## src/rtl/cfgbank_pkg.sv

```systemverilog
// Package: shared sizes, register indices, reset values and keep-masks
// for the configuration register bank. Assumes 8-bit registers.
package cfgbank_pkg;
    localparam int BYTE_W    = 8;
    localparam int NUM_REGS  = 14;
    localparam int IDX_W     = $clog2(NUM_REGS);
    localparam int NCH       = 3;
    localparam int REGS_PER_CH = 3;
    localparam int OFS_W     = 8;
    localparam int CRS_W     = 7;
    localparam int FIN_W     = 5;
    localparam int PH_W      = 5;
    localparam int DIV_W     = 12;
    localparam int MODE_BIT  = 4;
    localparam int REG_CTRL  = REGS_PER_CH * NCH;
    localparam int REG_PLL_HI  = REG_CTRL + 1;
    localparam int REG_PLL_MID = REG_CTRL + 2;
    localparam int REG_PH_A  = REG_CTRL + 3;
    localparam int REG_PH_B  = REG_CTRL + 4;
    localparam logic [IDX_W-1:0] BURST_NIB = '1;
    localparam logic [IDX_W-1:0] LAST_IDX  = IDX_W'(NUM_REGS - 1);

    typedef enum logic [1:0] {
        SQ_SUB,
        SQ_SINGLE,
        SQ_BURST,
        SQ_IGNORE
    } seq_state_e;

    // Reset value for register idx.
    function automatic logic [BYTE_W-1:0] reg_default(input int idx);
        if (idx < REG_CTRL) begin
            case (idx % REGS_PER_CH)
                0:       return 8'h7F;
                1:       return 8'h20;
                default: return 8'h00;
            endcase
        end
        case (idx)
            REG_CTRL:    return 8'h04;
            REG_PLL_HI:  return 8'h61;
            REG_PLL_MID: return 8'h90;
            default:     return 8'h00;
        endcase
    endfunction

    // Bits that register idx keeps; the rest are forced to zero.
    function automatic logic [BYTE_W-1:0] reg_mask(input int idx);
        if (idx < REG_CTRL) begin
            case (idx % REGS_PER_CH)
                1:       return 8'h7F;
                2:       return 8'h1F;
                default: return 8'hFF;
            endcase
        end
        case (idx)
            REG_PH_A: return 8'h7F;
            REG_PH_B: return 8'h3F;
            default:  return 8'hFF;
        endcase
    endfunction
endpackage

```

## src/rtl/cfgbank_seq.sv

```systemverilog
// Byte sequencer: decodes the subaddress byte and turns later bytes into
// register write requests, either one addressed write or a fixed burst.
// Assumes start/stop indications take priority over a byte in the same cycle.
module cfgbank_seq
    import cfgbank_pkg::*;
(
    input  logic              clk,
    input  logic              rst_n,
    input  logic              txn_start,
    input  logic              txn_stop,
    input  logic              byte_valid,
    input  logic [BYTE_W-1:0] byte_data,
    output logic              wr_en,
    output logic [IDX_W-1:0]  wr_idx,
    output logic [BYTE_W-1:0] wr_data
);
    seq_state_e       state, nxt_state;
    logic [IDX_W-1:0] cur_idx, nxt_idx;
    logic [IDX_W-1:0] sub_nib;
    logic             sub_mode;
    logic             unused_sub_hi;

    assign sub_nib       = byte_data[IDX_W-1:0];
    assign sub_mode      = byte_data[MODE_BIT];
    assign unused_sub_hi = ^byte_data[BYTE_W-1:MODE_BIT+1];

    // Next-state and write-request decode for each incoming byte.
    always_comb begin
        nxt_state = state;
        nxt_idx   = cur_idx;
        wr_en     = 1'b0;
        wr_idx    = cur_idx;
        wr_data   = byte_data;
        if (txn_start || txn_stop) begin
            nxt_state = SQ_SUB;
        end else if (byte_valid) begin
            case (state)
                SQ_SUB: begin
                    if (!sub_mode) begin
                        if (sub_nib <= LAST_IDX) begin
                            nxt_state = SQ_SINGLE;
                            nxt_idx   = sub_nib;
                        end else begin
                            nxt_state = SQ_IGNORE;
                        end
                    end else if (sub_nib == BURST_NIB) begin
                        nxt_state = SQ_BURST;
                        nxt_idx   = '0;
                    end else begin
                        nxt_state = SQ_IGNORE;
                    end
                end
                SQ_SINGLE: begin
                    wr_en     = 1'b1;
                    nxt_state = SQ_IGNORE;
                end
                SQ_BURST: begin
                    wr_en = 1'b1;
                    if (cur_idx == LAST_IDX) begin
                        nxt_state = SQ_IGNORE;
                    end else begin
                        nxt_idx = cur_idx + 1'b1;
                    end
                end
                default: begin
                    nxt_state = SQ_IGNORE;
                end
            endcase
        end
    end

    // Sequencer state registers.
    always_ff @(posedge clk) begin
        if (!rst_n) begin
            state   <= SQ_SUB;
            cur_idx <= '0;
        end else begin
            state   <= nxt_state;
            cur_idx <= nxt_idx;
        end
    end
endmodule

```

## src/rtl/cfgbank_regfile.sv

```systemverilog
// Register storage: one masked register per index with its own reset
// value, plus the registered write strobe and index. Assumes wr_idx is
// meaningful only while wr_en is high.
module cfgbank_regfile
    import cfgbank_pkg::*;
(
    input  logic              clk,
    input  logic              rst_n,
    input  logic              wr_en,
    input  logic [IDX_W-1:0]  wr_idx,
    input  logic [BYTE_W-1:0] wr_data,
    output logic [BYTE_W-1:0] regs [NUM_REGS],
    output logic              wr_stb,
    output logic [IDX_W-1:0]  wr_stb_idx
);
    for (genvar g = 0; g < NUM_REGS; g++) begin : g_reg
        localparam logic [BYTE_W-1:0] RST_VAL = reg_default(g);
        localparam logic [BYTE_W-1:0] KEEP    = reg_mask(g);
        // Store the masked byte when this index is written.
        always_ff @(posedge clk) begin
            if (!rst_n) begin
                regs[g] <= RST_VAL;
            end else if (wr_en && (wr_idx == IDX_W'(g))) begin
                regs[g] <= wr_data & KEEP;
            end
        end
    end

    // One-cycle strobe and index after each completed write.
    always_ff @(posedge clk) begin
        if (!rst_n) begin
            wr_stb     <= 1'b0;
            wr_stb_idx <= '0;
        end else begin
            wr_stb <= wr_en;
            if (wr_en) begin
                wr_stb_idx <= wr_idx;
            end
        end
    end
endmodule

```

## src/rtl/cfgbank_fields.sv

```systemverilog
// Field unpacking and read mux: drives every configuration field from the
// register array and returns the register selected by rd_addr. Pure logic.
module cfgbank_fields
    import cfgbank_pkg::*;
(
    input  logic [BYTE_W-1:0]    regs [NUM_REGS],
    input  logic [IDX_W-1:0]     rd_addr,
    output logic [BYTE_W-1:0]    rd_data,
    output logic [NCH*OFS_W-1:0] chan_offset,
    output logic [NCH*CRS_W-1:0] chan_coarse,
    output logic [NCH*FIN_W-1:0] chan_fine,
    output logic [BYTE_W-1:0]    ctrl_byte,
    output logic [2:0]           pll_aux,
    output logic [1:0]           vco_range,
    output logic [DIV_W-1:0]     pll_divider,
    output logic                 clk_sel_a,
    output logic                 clk_sel_b,
    output logic [PH_W-1:0]      phase_a,
    output logic [PH_W-1:0]      phase_b
);
    for (genvar c = 0; c < NCH; c++) begin : g_ch
        logic unused_ch_bits;
        assign chan_offset[c*OFS_W +: OFS_W] = regs[REGS_PER_CH*c];
        assign chan_coarse[c*CRS_W +: CRS_W] = regs[REGS_PER_CH*c+1][CRS_W-1:0];
        assign chan_fine[c*FIN_W +: FIN_W]   = regs[REGS_PER_CH*c+2][FIN_W-1:0];
        assign unused_ch_bits = ^{regs[REGS_PER_CH*c+1][BYTE_W-1:CRS_W],
                                  regs[REGS_PER_CH*c+2][BYTE_W-1:FIN_W]};
    end

    logic unused_misc_bits;
    assign ctrl_byte   = regs[REG_CTRL];
    assign pll_aux     = regs[REG_PLL_HI][7:5];
    assign vco_range   = regs[REG_PLL_HI][4:3];
    assign pll_divider = {regs[REG_PLL_HI][2:0], regs[REG_PLL_MID], regs[REG_PH_A][6]};
    assign clk_sel_a   = regs[REG_PH_A][5];
    assign clk_sel_b   = regs[REG_PH_B][5];
    assign phase_a     = regs[REG_PH_A][PH_W-1:0];
    assign phase_b     = regs[REG_PH_B][PH_W-1:0];
    assign unused_misc_bits = ^{regs[REG_PH_A][7], regs[REG_PH_B][7:6]};

    // Read mux: unmapped indices return zero.
    always_comb begin
        rd_data = '0;
        if (rd_addr <= LAST_IDX) begin
            rd_data = regs[rd_addr];
        end
    end
endmodule

```

## src/rtl/cfg_regbank.sv

```systemverilog
// Top: configuration register bank fed by a byte-level serial front end.
// Supports single-register and burst writes chosen by the subaddress mode
// bit, a combinational read port and parallel field outputs.
// Assumes the front end presents one byte per byte_valid pulse.
module cfg_regbank
    import cfgbank_pkg::*;
(
    input  logic                 clk,
    input  logic                 rst_n,
    input  logic                 txn_start,
    input  logic                 txn_stop,
    input  logic                 byte_valid,
    input  logic [7:0]           byte_data,
    input  logic [3:0]           rd_addr,
    output logic [7:0]           rd_data,
    output logic                 wr_stb,
    output logic [3:0]           wr_idx,
    output logic [23:0]          chan_offset,
    output logic [20:0]          chan_coarse,
    output logic [14:0]          chan_fine,
    output logic [7:0]           ctrl_byte,
    output logic [2:0]           pll_aux,
    output logic [1:0]           vco_range,
    output logic [11:0]          pll_divider,
    output logic                 clk_sel_a,
    output logic                 clk_sel_b,
    output logic [4:0]           phase_a,
    output logic [4:0]           phase_b
);
    logic              seq_wr_en;
    logic [IDX_W-1:0]  seq_wr_idx;
    logic [BYTE_W-1:0] seq_wr_data;
    logic [BYTE_W-1:0] regs [NUM_REGS];

    cfgbank_seq i_seq (
        .clk        (clk),
        .rst_n      (rst_n),
        .txn_start  (txn_start),
        .txn_stop   (txn_stop),
        .byte_valid (byte_valid),
        .byte_data  (byte_data),
        .wr_en      (seq_wr_en),
        .wr_idx     (seq_wr_idx),
        .wr_data    (seq_wr_data)
    );

    cfgbank_regfile i_regfile (
        .clk        (clk),
        .rst_n      (rst_n),
        .wr_en      (seq_wr_en),
        .wr_idx     (seq_wr_idx),
        .wr_data    (seq_wr_data),
        .regs       (regs),
        .wr_stb     (wr_stb),
        .wr_stb_idx (wr_idx)
    );

    cfgbank_fields i_fields (
        .regs        (regs),
        .rd_addr     (rd_addr),
        .rd_data     (rd_data),
        .chan_offset (chan_offset),
        .chan_coarse (chan_coarse),
        .chan_fine   (chan_fine),
        .ctrl_byte   (ctrl_byte),
        .pll_aux     (pll_aux),
        .vco_range   (vco_range),
        .pll_divider (pll_divider),
        .clk_sel_a   (clk_sel_a),
        .clk_sel_b   (clk_sel_b),
        .phase_a     (phase_a),
        .phase_b     (phase_b)
    );
endmodule

```

## config.mk

```make
export PLATFORM = sky130hd
export DESIGN_NAME = cfg_regbank
export DESIGN_NICKNAME = d
export VERILOG_FILES = /design/src/rtl/cfgbank_pkg.sv /design/src/rtl/cfgbank_seq.sv /design/src/rtl/cfgbank_regfile.sv /design/src/rtl/cfgbank_fields.sv /design/src/rtl/cfg_regbank.sv
export SDC_FILE = /design/constraint.sdc
export NUM_CORES = 1
export LEC_CHECK = 0
export ABC_AREA = 1
export BUFFER_PORTS_ARGS = -buffer_cell sky130_fd_sc_hd__buf_4
export CORE_ASPECT_RATIO = 0.75
export CORE_MARGIN = 1
export CORE_UTILIZATION = 55
export CTS_BUF_LIST = sky130_fd_sc_hd__clkbuf_4 sky130_fd_sc_hd__clkbuf_8
export CTS_CLUSTER_SIZE = 10
export DETAILED_ROUTE_END_ITERATION = 12
export GPL_TIMING_DRIVEN = 0
export PLACE_DENSITY_LB_ADDON = 0.2
export SYNTH_ARGS = -nofsm -noshare
export SYNTH_HDL_FRONTEND = slang
export SYNTH_SLANG_ARGS = --single-unit
```

## constraint.sdc

```tcl
create_clock -name clk -period 2.05 [get_ports clk]
set_clock_uncertainty 0.15 [all_clocks]
set_input_delay 0.3075 -clock clk [delete_from_list [all_inputs] [get_ports clk]]
set_output_delay 0.3075 -clock clk [all_outputs]
set_load 0.05 [all_outputs]
```

## After elaboration in Yosys (flattened, before gate mapping)

Index checks and enable logic that the tools add are counted.

- Flip-flop bits (word level): 108
- Bits of input ports: 17
- Output and inout port bits: 110
- Word-level logic and storage cells: 84

- $add $sub $neg: 1
- Magnitude comparators: 3
- Equal/unequal tests: 20
- Muxes and demuxes: 17
- Bitwise logic cells: 3
- Reductions and logical operators: 22

Operators with widths:

| operator | number |
|---|---|
| $bmux W8 S4 | 1 |
| $eq A4 B4 Y1 const B | 7 |
| $mux W8 | 3 |
| $eq A4 B3 Y1 const B | 4 |
| $mux W4 | 4 |
| $logic_and A1 B1 Y1 | 14 |
| $eq A4 B2 Y1 const B | 2 |
| $le A4 B4 Y1 const B | 2 |
| $pmux W4 S2 | 1 |
| $mux W2 | 3 |
| $ne A3 B2 Y1 const B | 2 |
| $reduce_and A6 Y1 | 1 |
| $ge A5 B5 Y1 const B | 1 |
| $not A4 Y5 | 1 |
| $add A4 B1 Y4 const B | 1 |
| $eq A4 B1 Y1 const B | 1 |
| $logic_not A4 Y1 | 1 |
| $mux W1 | 4 |
| $pmux W2 S2 | 1 |
| $reduce_or A2 Y1 | 2 |
| $eq A2 B1 Y1 const B | 1 |
| $eq A2 B2 Y1 const B | 1 |
| $logic_not A2 Y1 | 1 |
| $ne A2 B1 Y1 const B | 1 |
| other kinds (5) | 6 |

## Depth between registers and ports, before layout

- Word-level depth: 6
- Depth in mapped cells: 10
- Gate-level depth less buffers: 9

## Modules after synthesis

A second synthesis with hierarchy kept.

- Cell total of the unflattened synthesis: 1,035
- Area total of the unflattened synthesis: 6,556.3 um^2

Modules (own cells, without submodules):

| module | instances | cells each | area each (um^2) | sequential area each (um^2) |
|---|---|---|---|---|
| cfgbank_regfile | 1 | 565 | 4,006.3 | 2,042.0 |
| cfgbank_fields | 1 | 392 | 2,038.2 | 0.0 |
| cfgbank_seq | 1 | 78 | 511.7 | 120.1 |

## Worst setup path before layout

Ideal clock, no wire load.

- Path kind: input port to output port
- Start: input rd_addr[1]
- End: output rd_data[2]
- Arrival: 1.489 ns
- Setup slack: 0.104 ns
- Stages on the path: 7
- Path buffers: 2
- Cell sequence: buf_2 > nor2_2 > buf_2 > a21oi_1 > o211ai_1 > nand3_1 > nand2_1

- Longest elaborated chain between the ends: 5
- Elaborated cells on any way between the ends: 6
- Those cells by class: order compare (1); mux (4); bitwise (1)

RTL lines:

| element | line | RTL |
|---|---|---|
| from (decl) | cfg_regbank.sv:14 | `input logic [3:0] rd_addr,` |
| $not A4 Y5 (not written as such) | cfgbank_fields.sv:45 | `rd_data = regs[rd_addr];` |
| $bmux W8 S4 | cfgbank_fields.sv:45 |  |
| $mux W8 (not written as such) (2 in a row) | cfgbank_fields.sv:45 |  |
| $mux W8 * | cfgbank_fields.sv:44 | `if (rd_addr <= LAST_IDX) begin` |
| to (decl) | cfg_regbank.sv:15 | `output logic [7:0] rd_data,` |

Mark *: on every way between the ends. The rest lies on a longest branch, timed or not. The select of a mux whose other input is x is not followed.

## Worst setup path in the final report

- Start: input rd_addr[1]
- End: output rd_data[5]

The elaborated chain is that of the path after synthesis.

==> flow_summary.toml <==
[setup_path]
critical_path.cell_chain = "clkbuf_4, clkbuf_4, o21ai_0, o21ai_0, nand3_1, nand2_1, buf_4"
worst_ep_required_time_ns = 1.59
path_max_fanout = 10
setup.worst_path.end_class = "output port"
startpoint_type = "input port"
critical_path_class = "in2out"
critical_path_arrival_ns = 1.59
cp_slowest_stage_delay_ns = 0.26
critical-path-slowest-cell = "sky130_fd_sc_hd__clkbuf_4"

[final_layout]
final.fill_count = 713
n_antenna_cell = 0
ratio_of_cells_with_drive_above_1_in_the_final_layout_pct = 22.9
layout-area-overhead-vs-synth_pct = 27.4
fin_nets = 899
final_design_area_no_fill_um2 = 6480

[worst_hold_path]
hp-class = "in2reg"

[place]
post_dp_cell_area_um2 = 6130
hpwlAfterDp_um = 13400
io_buffers = 121
globalplace.congestion = 0.973

[detailed_routing]
drt-vias-per-instance = 6.04
drt_wl_total_um = 18700
drt_pre_antenna_iters = 6
drt_drc_violations_left = 0
first_iter_violations = 920
detail-route-antenna-nets = 0
route.vias.total = 5973
routed_wire_length_per_instance_um = 18.9

[clock_network]
cts_num_sinks = 108
hold_buffers = 0
cts.htree.levels = 3
clock_transition_at_the_registers_of_the_reported_paths_ns = 0.10
tritoncts_clock_tree = "built"
cts.path.max_buffers = 2
clkLatencyLatePin_ns = 0.38
tritoncts.num_buffers = 9
ctsRootBufferMaster = "sky130_fd_sc_hd__clkbuf_8"

[timing]
final_hold_violation_count = 0
rsz0062_at_grt = "true"
worst_margin_slew_ns = 0.696
final_max_slew_viol_count = 0
final.min_clock_period_ns = 2.05
finalSetupViolCount = 0
worst_slew_slack_as_a_fraction_of_its_limit_pct = 53.6
final_total_negative_setup_slack_ns = 0
final_min_period_over_clock_period_pct = 99.9
worst_slack_on_hold_paths_ns = 0.0602
max_freq_mhz = 488

[power]
vdd_ir_drop_max_mv = 0.471
leakage_power_nw = 2.93
p_per_area_nw_per_um2 = 621

[logic_synthesis]
yosys.cell_types.count = 30
share_of_the_synthesized_area_in_the_top_cell_type_pct = 42.5
postSynthAreaPerCell_um2 = 6.89
post_synthesis_net_count = 761
ys_ff_latch = 108
syn_area_um2 = 5090
netlist_top_cells_area = "sky130_fd_sc_hd__dfxtp_1 43%, sky130_fd_sc_hd__nand2_1 13%, sky130_fd_sc_hd__nor2_1 8.9%, sky130_fd_sc_hd__nand3_1 6.7%, sky130_fd_sc_hd__o21ai_0 6.0%"
synth_warn = 0
syn_inst = 738
ys_seq_area_share_pct = 42.5
synthDominantAreaCellType = "sky130_fd_sc_hd__dfxtp_1"

[floorplan]
ios = 127
dieArea_um2 = 9640
initial_util_pct = 58.4
floorplan.rows = 29
die_h_um = 85.3
design.core.area_um2 = 8710
overall_die_width_um = 113

[global_routing]
grtUsageTotal_pct = 38.8
grt_pass1_wl_um = 28100
number_of_global_route_vias_before_repair = 5236
grt_max_degree = 18
globalRouteOverflowTotal = 0
number_of_antenna_violations_at_the_first_check_in_global_routing = 0

[job]
cap_violations = 0

[status]
status = "completed"
[cell usage after synthesis]
master                     instances
sky130_fd_sc_hd__nand2_1         176
sky130_fd_sc_hd__nor2_1          120
sky130_fd_sc_hd__dfxtp_1         108
sky130_fd_sc_hd__nand3_1          68
sky130_fd_sc_hd__o21ai_0          61
sky130_fd_sc_hd__a21oi_1          44
sky130_fd_sc_hd__inv_1            41
sky130_fd_sc_hd__o211ai_1         27
sky130_fd_sc_hd__clkbuf_1         19
sky130_fd_sc_hd__buf_2            13
sky130_fd_sc_hd__nand4_1          12
sky130_fd_sc_hd__nand2_2          10
sky130_fd_sc_hd__ha_1              6
sky130_fd_sc_hd__buf_4             5
sky130_fd_sc_hd__nor2_2            4
sky130_fd_sc_hd__buf_6             3
sky130_fd_sc_hd__clkinv_1          3
sky130_fd_sc_hd__inv_2             3
sky130_fd_sc_hd__nor2_4            3
sky130_fd_sc_hd__a211oi_1          2
sky130_fd_sc_hd__a22oi_1           1
sky130_fd_sc_hd__a31oi_1           1
sky130_fd_sc_hd__buf_1             1
sky130_fd_sc_hd__inv_4             1
sky130_fd_sc_hd__nor3_4            1
sky130_fd_sc_hd__o21ai_1           1
sky130_fd_sc_hd__o21bai_1          1
sky130_fd_sc_hd__o22ai_1           1
sky130_fd_sc_hd__or2_2             1
sky130_fd_sc_hd__xnor2_1           1
[timing repair]
item,CTS,global route
resized for setup,16,26
pin swaps,2,4
gates cloned,0,2
buffers inserted,3,1
endpoints found under the setup margin,7,15
[path summary, 6_finish.rpt]
kind	startpoint	to	slack [ns]	cells past startpoint
worst min register to register	i_regfile.regs[39]$_SDFFE_PN0P_	i_regfile.regs[39]$_SDFFE_PN0P_	0.33	2
worst max-delay path	rd_addr[1]	rd_data[5]	0.001	7
worst min-delay path	txn_start	i_seq.state[1]$_SDFFE_PP0P_	0.06	4
worst max register to register	i_seq.state[1]$_SDFFE_PP0P_	i_regfile.regs[62]$_SDFFE_PN1P_	0.10	9
[where the power goes]
| group | internal, mW | leakage (nW) | switching (mW) | total (mW) |
|---|---|---|---|---|
| Clock | 0.637 | 0.110 | 0.745 | 1.38 |
| Sequential | 2.10 | 0.872 | 0.00951 | 2.11 |
| Combinational | 0.149 | 1.95 | 0.375 | 0.525 |
| Total | 2.89 | 2.93 | 1.13 | 4.02 |
[cells by family after synthesis]
kind of cell	after synthesis	synth area share (%)
adders and majority gates	6	1.48
DFF	108	42.5
AOI/OAI and AO/OA	139	15.3
buffers and inverters	89	7.75
xor gates and xnor gates	1	0.172
and+or+nand+nor	395	32.8
[worst max-delay path: cells and delay by family]
kind	cells	cell delay, ns
compound gates	2	0.32
simple gates	2	0.29
buf+inv	3	0.66
[metrics by stage]
step / std cells / utilization [%] / worst slack (ns) / power (mW)
2_1_floorplan: 738 / - / 0.104 / 2.46
5_1_grt: 989 / 74.4 / -0.0219 / 4.12
3_5_place_dp: 967 / 70.4 / -0.296 / 2.63
6_report: 989 / 74.4 / 0.00144 / 4.02
4_1_cts: 986 / 73.5 / 0.00893 / 3.98
3_3_place_gp: 967 / 70.4 / -0.299 / 2.63
[flip-flops by register name (all words and copies together) (netlist names)]
name / cells
i_regfile.regs: 97
i_seq.wr_idx: 4
i_seq.state: 2
i_regfile.wr_stb_idx: 4
i_regfile.wr_stb: 1
[metal layers]
| metal | part of all wire, % | vias up | wire length (um) | track usage (%) |
|---|---|---|---|---|
| met2 | 42 | 475 | 7810 | 56.1 |
| met5 | 0 | - | 0 | 0 |
| met4 | 3.6 | 0 | 680 | 17.7 |
| met3 | 14 | 78 | 2630 | 9.00 |
| li1 | - | 2701 | - | - |
| met1 | 41 | 2719 | 7580 | 54.9 |
[cells in the final DEF, fill, tap and decap left out, types with 4 or more instances in the layout]
| master | netlist | layout |
|---|---|---|
| sky130_fd_sc_hd__ha_1 | 6 | 6 |
| sky130_fd_sc_hd__nor2_2 | 4 | 4 |
| sky130_fd_sc_hd__buf_4 | 5 | 126 |
| sky130_fd_sc_hd__nand4_1 | 12 | 12 |
| sky130_fd_sc_hd__inv_1 | 41 | 39 |
| sky130_fd_sc_hd__buf_2 | 13 | 6 |
| sky130_fd_sc_hd__o21ai_0 | 61 | 59 |
| sky130_fd_sc_hd__nand2_1 | 176 | 173 |
| sky130_fd_sc_hd__nor2_4 | 3 | 5 |
| sky130_fd_sc_hd__dfxtp_1 | 108 | 105 |
| sky130_fd_sc_hd__clkbuf_1 | 19 | 15 |
| sky130_fd_sc_hd__o211ai_1 | 27 | 27 |
| sky130_fd_sc_hd__clkbuf_8 | 0 | 11 |
| sky130_fd_sc_hd__nor2_1 | 120 | 120 |
| sky130_fd_sc_hd__nand3_1 | 68 | 66 |
| sky130_fd_sc_hd__buf_6 | 3 | 13 |
| sky130_fd_sc_hd__nand2_2 | 10 | 13 |
| sky130_fd_sc_hd__inv_2 | 3 | 5 |
| sky130_fd_sc_hd__a21oi_1 | 44 | 44 |
[area by class of cell]
cell class	count	area, um^2	area share (%)
inverters	48	184	2.84
plain buffers	41	254	3.92
multi-input cells	543	2570	39.7
well taps	108	135	2.09
clock inverters	5	57.6	0.888
clock buffers	11	151	2.34
repair buffers	125	961	14.8
flip-flops and latches	108	2170	33.4
No activity file was read; power rests on OpenSTA's default activity.
